<file path="src/rtl/sbw_pkg.sv">
package sbw_pkg;
  // number of source operands per consumer
  localparam int unsigned SBW_NSRC = 2;
endpackage

</file>
<file path="src/rtl/sbw_ready_bits.sv">
module sbw_ready_bits #(
  parameter int NUM_PREGS = 64,
  parameter int PREG_W    = 6,
  parameter int NRD       = 2
) (
  input  logic                       clk,
  input  logic                       rst,
  input  logic                       set_en,
  input  logic [PREG_W-1:0]          set_row,
  input  logic                       clr_en,
  input  logic [PREG_W-1:0]          clr_row,
  input  logic [NRD-1:0][PREG_W-1:0] rd_row,
  output logic [NRD-1:0]             rd_ready,
  output logic [NUM_PREGS-1:0]       ready_all
);
  logic [NUM_PREGS-1:0] bits_q;

  // allocation is written last so it overrides a same-register completion
  always_ff @(posedge clk) begin
    if (rst) begin
      bits_q <= '1;
    end else begin
      if (set_en) bits_q[set_row] <= 1'b1;
      if (clr_en) bits_q[clr_row] <= 1'b0;
    end
  end

  for (genvar k = 0; k < NRD; k++) begin : g_rd
    assign rd_ready[k] = bits_q[rd_row[k]];
  end

  assign ready_all = bits_q;
endmodule

</file>
<file path="src/rtl/sbw_waiter_matrix.sv">
module sbw_waiter_matrix #(
  parameter int NUM_PREGS = 64,
  parameter int NUM_SLOTS = 16,
  parameter int PREG_W    = 6,
  parameter int SLOT_W    = 4,
  parameter int NPORT     = 2
) (
  input  logic                         clk,
  input  logic                         rst,
  input  logic                         wipe_en,
  input  logic [PREG_W-1:0]            wipe_row,
  input  logic [NPORT-1:0]             add_en,
  input  logic [NPORT-1:0][PREG_W-1:0] add_row,
  input  logic [SLOT_W-1:0]            add_slot,
  input  logic [NPORT-1:0]             drop_en,
  input  logic [NPORT-1:0][PREG_W-1:0] drop_row,
  input  logic [SLOT_W-1:0]            drop_slot,
  input  logic [PREG_W-1:0]            chk_row,
  output logic [NUM_SLOTS-1:0]         wake_vec,
  output logic                         chk_busy
);
  logic [NUM_PREGS-1:0][NUM_SLOTS-1:0] wq, wn;

  always_comb begin
    wn = wq;
    if (wipe_en) wn[wipe_row] = '0;
    for (int k = 0; k < NPORT; k++)
      if (drop_en[k]) wn[drop_row[k]][drop_slot] = 1'b0;
    for (int k = 0; k < NPORT; k++)
      if (add_en[k]) wn[add_row[k]][add_slot] = 1'b1;
  end

  always_ff @(posedge clk) begin
    if (rst) wq <= '0;
    else     wq <= wn;
  end

  assign wake_vec = wq[wipe_row];
  assign chk_busy = |wq[chk_row];
endmodule

</file>
<file path="src/rtl/sbw_slot_track.sv">
module sbw_slot_track #(
  parameter int NUM_SLOTS = 16,
  parameter int SLOT_W    = 4,
  parameter int PREG_W    = 6,
  parameter int NSRC      = 2
) (
  input  logic                        clk,
  input  logic                        rst,
  input  logic                        ld_en,
  input  logic [SLOT_W-1:0]           ld_slot,
  input  logic [NSRC-1:0]             ld_pend,
  input  logic [NSRC-1:0][PREG_W-1:0] ld_row,
  input  logic                        wk_en,
  input  logic [PREG_W-1:0]           wk_row,
  input  logic [NUM_SLOTS-1:0]        wk_vec,
  input  logic                        kl_en,
  input  logic [SLOT_W-1:0]           kl_slot,
  output logic [NSRC-1:0]             kl_pend,
  output logic [NSRC-1:0][PREG_W-1:0] kl_row,
  output logic [NUM_SLOTS-1:0]        ready_o
);
  logic [NUM_SLOTS-1:0]                   live_q, live_n, fire;
  logic [NUM_SLOTS-1:0][NSRC-1:0]         pend_q, pend_n;
  logic [NUM_SLOTS-1:0][NSRC-1:0][PREG_W-1:0] row_q;

  always_comb begin
    live_n = live_q;
    pend_n = pend_q;
    fire   = '0;
    for (int s = 0; s < NUM_SLOTS; s++) begin
      if (wk_en && wk_vec[s] && live_q[s]) begin
        for (int k = 0; k < NSRC; k++)
          if (row_q[s][k] == wk_row) pend_n[s][k] = 1'b0;
        fire[s] = (pend_q[s] != '0) && (pend_n[s] == '0);
      end
      if (ld_en && ld_slot == SLOT_W'(s)) begin
        live_n[s] = 1'b1;
        pend_n[s] = ld_pend;
        fire[s]   = (ld_pend == '0);
      end
      if (kl_en && kl_slot == SLOT_W'(s)) begin
        live_n[s] = 1'b0;
        pend_n[s] = '0;
        fire[s]   = 1'b0;
      end
    end
  end

  always_ff @(posedge clk) begin
    if (rst) begin
      live_q  <= '0;
      pend_q  <= '0;
      row_q   <= '0;
      ready_o <= '0;
    end else begin
      live_q  <= live_n;
      pend_q  <= pend_n;
      ready_o <= fire;
      if (ld_en) row_q[ld_slot] <= ld_row;
    end
  end

  assign kl_pend = pend_q[kl_slot];
  assign kl_row  = row_q[kl_slot];
endmodule

</file>
<file path="src/rtl/reg_wakeup_unit.sv">
module reg_wakeup_unit
  import sbw_pkg::*;
#(
  parameter int NUM_PREGS = 64,
  parameter int NUM_SLOTS = 16,
  parameter int IDX_W     = 7,
  localparam int PREG_W   = $clog2(NUM_PREGS),
  localparam int SLOT_W   = $clog2(NUM_SLOTS),
  localparam int NSRC     = SBW_NSRC
) (
  input  logic                  clk,
  input  logic                  rst,
  input  logic                  disp_valid_i,
  input  logic [SLOT_W-1:0]     disp_slot_i,
  input  logic [NSRC*IDX_W-1:0] disp_src_i,
  input  logic [NSRC-1:0]       disp_src_rdy_i,
  input  logic                  disp_dst_valid_i,
  input  logic [IDX_W-1:0]      disp_dst_i,
  input  logic                  done_valid_i,
  input  logic [IDX_W-1:0]      done_reg_i,
  input  logic                  kill_valid_i,
  input  logic [SLOT_W-1:0]     kill_slot_i,
  output logic [NUM_SLOTS-1:0]  issue_ready_o,
  output logic                  alloc_err_o
);
  logic                        done_trk;
  logic [PREG_W-1:0]           done_row;
  logic                        dst_alloc;
  logic [PREG_W-1:0]           dst_row;
  logic [NSRC-1:0][PREG_W-1:0] src_row;
  logic [NSRC-1:0]             src_sb, src_wait;
  logic [NSRC-1:0]             kl_pend;
  logic [NSRC-1:0][PREG_W-1:0] kl_row;
  logic [NUM_SLOTS-1:0]        wake_vec;
  logic                        dst_busy;
  logic [NUM_PREGS-1:0]        sb_vec;

  assign done_trk  = done_valid_i && (int'(done_reg_i) < NUM_PREGS);
  assign done_row  = done_reg_i[PREG_W-1:0];
  assign dst_alloc = disp_valid_i && disp_dst_valid_i && (int'(disp_dst_i) < NUM_PREGS);
  assign dst_row   = disp_dst_i[PREG_W-1:0];

  // per source: tracking range, scoreboard recheck and completion bypass
  for (genvar k = 0; k < NSRC; k++) begin : g_src
    logic [IDX_W-1:0] idx;
    logic             trk, byp;
    assign idx         = disp_src_i[k*IDX_W +: IDX_W];
    assign trk         = int'(idx) < NUM_PREGS;
    assign src_row[k]  = idx[PREG_W-1:0];
    assign byp         = done_trk && (done_row == src_row[k]);
    assign src_wait[k] = disp_valid_i && trk && !disp_src_rdy_i[k] && !src_sb[k] && !byp;
  end

  sbw_ready_bits #(.NUM_PREGS(NUM_PREGS), .PREG_W(PREG_W), .NRD(NSRC)) u_ready (
    .clk(clk), .rst(rst),
    .set_en(done_trk), .set_row(done_row),
    .clr_en(dst_alloc), .clr_row(dst_row),
    .rd_row(src_row), .rd_ready(src_sb),
    .ready_all(sb_vec)
  );

  sbw_waiter_matrix #(.NUM_PREGS(NUM_PREGS), .NUM_SLOTS(NUM_SLOTS), .PREG_W(PREG_W),
                      .SLOT_W(SLOT_W), .NPORT(NSRC)) u_wait (
    .clk(clk), .rst(rst),
    .wipe_en(done_trk), .wipe_row(done_row),
    .add_en(src_wait), .add_row(src_row), .add_slot(disp_slot_i),
    .drop_en(kl_pend & {NSRC{kill_valid_i}}), .drop_row(kl_row), .drop_slot(kill_slot_i),
    .chk_row(dst_row),
    .wake_vec(wake_vec), .chk_busy(dst_busy)
  );

  sbw_slot_track #(.NUM_SLOTS(NUM_SLOTS), .SLOT_W(SLOT_W), .PREG_W(PREG_W), .NSRC(NSRC)) u_slots (
    .clk(clk), .rst(rst),
    .ld_en(disp_valid_i), .ld_slot(disp_slot_i), .ld_pend(src_wait), .ld_row(src_row),
    .wk_en(done_trk), .wk_row(done_row), .wk_vec(wake_vec),
    .kl_en(kill_valid_i), .kl_slot(kill_slot_i), .kl_pend(kl_pend), .kl_row(kl_row),
    .ready_o(issue_ready_o)
  );

  always_ff @(posedge clk) begin
    if (rst) alloc_err_o <= 1'b0;
    else     alloc_err_o <= dst_alloc && dst_busy && !(done_trk && done_row == dst_row);
  end
endmodule

</file>
<file path="config.mk">
export PLATFORM = sky130hd
export DESIGN_NAME = reg_wakeup_unit
export DESIGN_NICKNAME = d
export VERILOG_FILES = /design/src/rtl/sbw_pkg.sv /design/src/rtl/sbw_ready_bits.sv /design/src/rtl/sbw_waiter_matrix.sv /design/src/rtl/sbw_slot_track.sv /design/src/rtl/reg_wakeup_unit.sv
export SDC_FILE = /design/constraint.sdc
export NUM_CORES = 2
export LEC_CHECK = 0
export BUFFER_PORTS_ARGS = -buffer_cell sky130_fd_sc_hd__clkbuf_2
export CAP_MARGIN = 20
export CORE_MARGIN = 2
export CORE_UTILIZATION = 30
export CTS_CLUSTER_DIAMETER = 100
export CTS_CLUSTER_SIZE = 40
export DETAILED_ROUTE_END_ITERATION = 10
export PLACE_DENSITY_LB_ADDON = 0.1
export RECOVER_POWER = 50
export SLEW_MARGIN = 20
export SYNTH_ARGS = -nofsm -noshare
export SYNTH_HDL_FRONTEND = slang
export SYNTH_SLANG_ARGS = --single-unit
</file>
<file path="constraint.sdc">
create_clock -name clk -period 3.09 [get_ports clk]
set_input_delay 0.1545 -clock clk [delete_from_list [all_inputs] [get_ports clk]]
set_output_delay 0.1545 -clock clk [all_outputs]
set_load 0.05 [all_outputs]
</file>
==> results.json <==
{
  "gp_congestion": 1.07,
  "path_max_fanout": 11,
  "drc": 0,
  "synth_nets": 9371,
  "status": "finished, violations left",
  "crit_family": "buffers and inverters",
  "netlist-cell-type-count": 97,
  "cp-end-kind": "register",
  "cts_made_buffers": 91,
  "cp.required_ns": 3.77,
  "area.growth.synth_to_final_pct": 32.7,
  "reg2reg_slack_ns": -0.10,
  "hold_path.class": "in2reg",
  "die_h_um": 508,
  "rsz0062_at_grt": "true",
  "synth_area_um2": 76200,
  "clock_skew_ns": 0.0616,
  "powerDensity_nw_per_um2": 387,
  "syn_area_per_cell_um2": 8.17,
  "relSlewSlack_pct": 2.86,
  "dr_total_vias": 96237,
  "async_flop_share_pct": 0,
  "drt_pre_antenna_iters": 10,
  "setup_ws_ns": -0.158,
  "max-clock-path-buffers": 3,
  "crit_arrival_ns": 3.93,
  "tightest_slew_ns": 1.46,
  "yosysSeqAreaShare_pct": 35.4,
  "grt_start_max_net_pins": 127,
  "maxCapViolations": 0,
  "grt_pass1_vias": 87787,
  "cts_tree": "yes",
  "layout-drive-gt1-share_pct": 25.1,
  "r2r-start": "u_ready.ready_all[50]",
  "gr-usage-all-layers_pct": 49.7,
  "violations": "negative setup slack",
  "p_leak_nw": 34.1,
  "rows": 184,
  "synthFlopType": "dfxtp_1",
  "critPathKind": "in2reg",
  "cp_slowest_cell": "clkbuf_1",
  "cts.clk_slew.worst_paths_ns": 0.11,
  "ir_drop_uv": 435,
  "vias_per_cell": 7.05,
  "synth_edf_count": 0,
  "grt_overflow": 0,
  "wl_per_cell_um": 48.9,
  "max_stage_delay_ns": 0.60,
  "nFillCells": 25539,
  "start_util_pct": 30.2,
  "fin_area_um2": 101000,
  "path_buf_inv": 5,
  "antenna_found_initial": 91,
  "finalCriticalPeriod_ns": 3.25,
  "setup_violations": 227,
  "clkLatencyLatePin_ns": 0.85,
  "dp_slack_ns": -1.05,
  "drt_wl_total_mm": 667,
  "drt-initial-drc-count": 16852,
  "fin_cells": 13647,
  "cts_sinks": 1345,
  "h-tree-depth": 3,
  "grt_pass1_wl_mm": 865,
  "fmax_ghz": 0.308,
  "core_um2": 252000,
  "ys.warnings.count": 0,
  "final_antenna_net_count": 0,
  "cp-startpoint": "disp_dst_i[1]",
  "dieArea_um2": 258000,
  "post_dp_cell_area_um2": 96200,
  "finalNetCount": 10202,
  "min_from": "disp_valid_i",
  "start_kind": "primary input",
  "slew_viol_final": 0,
  "port_buffers": 60,
  "ys_ff_latch": 1345,
  "post-dp-hpwl_mm": 488,
  "syn_inst": 9327,
  "dp_cells": 13385,
  "pin_count": 61,
  "fin_crit_sh_pct": 105,
  "die_w_um": 508,
  "cp_cell_sequence": "clkbuf_8, buf_12, buf_4, and3b_1, clkbuf_1, o21ai_0, o21ai_0, or4_1, nor4_1, buf_4, o22ai_1, nor4_1, a31oi_1",
  "hold_viol": 0,
  "clk_root_buffer_cell": "clkbuf_16"
}
==> report_power, final <==
group | switching [mW] | internal, mW
registers | 0.0453 | 17.4
clock network | 9.37 | 6.52
logic | 4.07 | 1.74
==> area by class of cell <==
class                      instances  area [um2]  share of cell area (%)
antenna                           63         158                   0.156
clock buffer                      94        2320                    2.29
clock inverter                    77        1370                    1.35
inverter                          40         156                   0.155
multi-input combinational       6896       46300                    45.8
sequential                      1345       26900                    26.6
tap                             3348        4190                    4.14
timing repair buffer            1784       19700                    19.5
==> stage by stage <==
stage	TNS (ns)	hold slack [ns]	util, %	total power, mW
2_1_floorplan	0	0.428	-	19.7
3_3_place_gp	-476.34	0.441	38.2	23.2
3_5_place_dp	-474.94	0.450	38.2	23.2
4_1_cts	-2.40	0.00990	39.9	38.8
5_1_grt	-32.42	0.0668	40.1	39.6
6_report	-7.76	0.0643	40.1	39.1
==> what timing repair did <==
item                                    CTS  global route
endpoints found under the setup margin  778           807
cloned                                    4             7
hold buffers                             10             0
setup buffers                             3             6
resized for setup                       108           151
hold endpoints to repair                101             0
pin swaps                                 9            27
==> layout by cell type (no fill, tap or decap), drive strengths merged, types with 76 or more instances in the layout <==
master	count
a21oi	426
a221oi	199
a22oi	437
a32o	128
buf	1680
clkbuf	187
dfxtp	1345
inv	76
mux2	201
mux2i	143
mux4	109
nand2	1487
nand3	225
nor2	369
nor3	147
o2111ai	583
o21ai	800
o22ai	559
xnor2	111
xor2	99
==> cells by family after synthesis <==
| kind of cell | Yosys count | synth area share [%] |
|---|---|---|
| mux | 453 | 8.08 |
| simple gates | 2677 | 15.7 |
| xor+xnor | 210 | 2.41 |
| buf+inv | 1087 | 5.93 |
| compound gates | 3555 | 32.5 |
| flops | 1345 | 35.4 |
==> path summary, 6_finish.rpt <==
path / depth (start not counted) / endpoint
setup / recovery: 13 / alloc_err_o
hold / removal: 5 / u_slots.row_q[123]
setup reg to reg: 11 / u_wait.wq[414]
hold reg to reg: 1 / u_slots.live_q[8]
==> worst reg2reg max path, cell delays in order (launching register included) <==
cell and delay, ns:
dfxtp_2 0.34, mux2_4 0.26, a22o_1 0.24, a221oi_4 0.34, o221ai_2 0.16, or4_4 0.56
or4_4 0.48, buf_6 0.16, buf_6 0.11, o22ai_4 0.13, buf_12 0.19, a32o_1 0.16
==> sequential cells by signal, indices dropped and copies added (netlist names) <==
name               flops
u_ready.ready_all     64
u_slots.ready_o       16
u_slots.live_q        16
u_wait.wq           1024
u_slots.row_q        192
u_slots.pend_q        32
alloc_err_o            1
==> synthesized netlist by cell type, types with 92 or more instances <==
cell type,count,share of area (%)
nand2_1,1487,7.3
dfxtp_1,1345,35
clkbuf_1,746,3.7
o21ai_0,680,4.5
o2111ai_1,583,6.7
o22ai_1,557,4.6
a22oi_1,436,4.3
a21oi_1,426,2.8
nor2_1,361,1.8
nand3_1,225,1.5
mux2_2,200,3.0
a221oi_1,197,2.3
buf_2,163,1.1
mux2i_1,143,1.9
nor3_1,138,0.91
a32o_1,128,1.7
xnor2_1,111,1.3
mux4_2,109,3.2
xor2_1,99,1.1
o21ai_1,92,0.60
==> layer usage <==
metal	part of all wire, %	GRT usage, %	wire [um]
met4	8.9	36.6	59400
met2	40	68.9	265000
met5	0.063	0.296	423
met1	38	62.0	256000
met3	13	19.0	86900
Power figures use the tool's default switching activity.
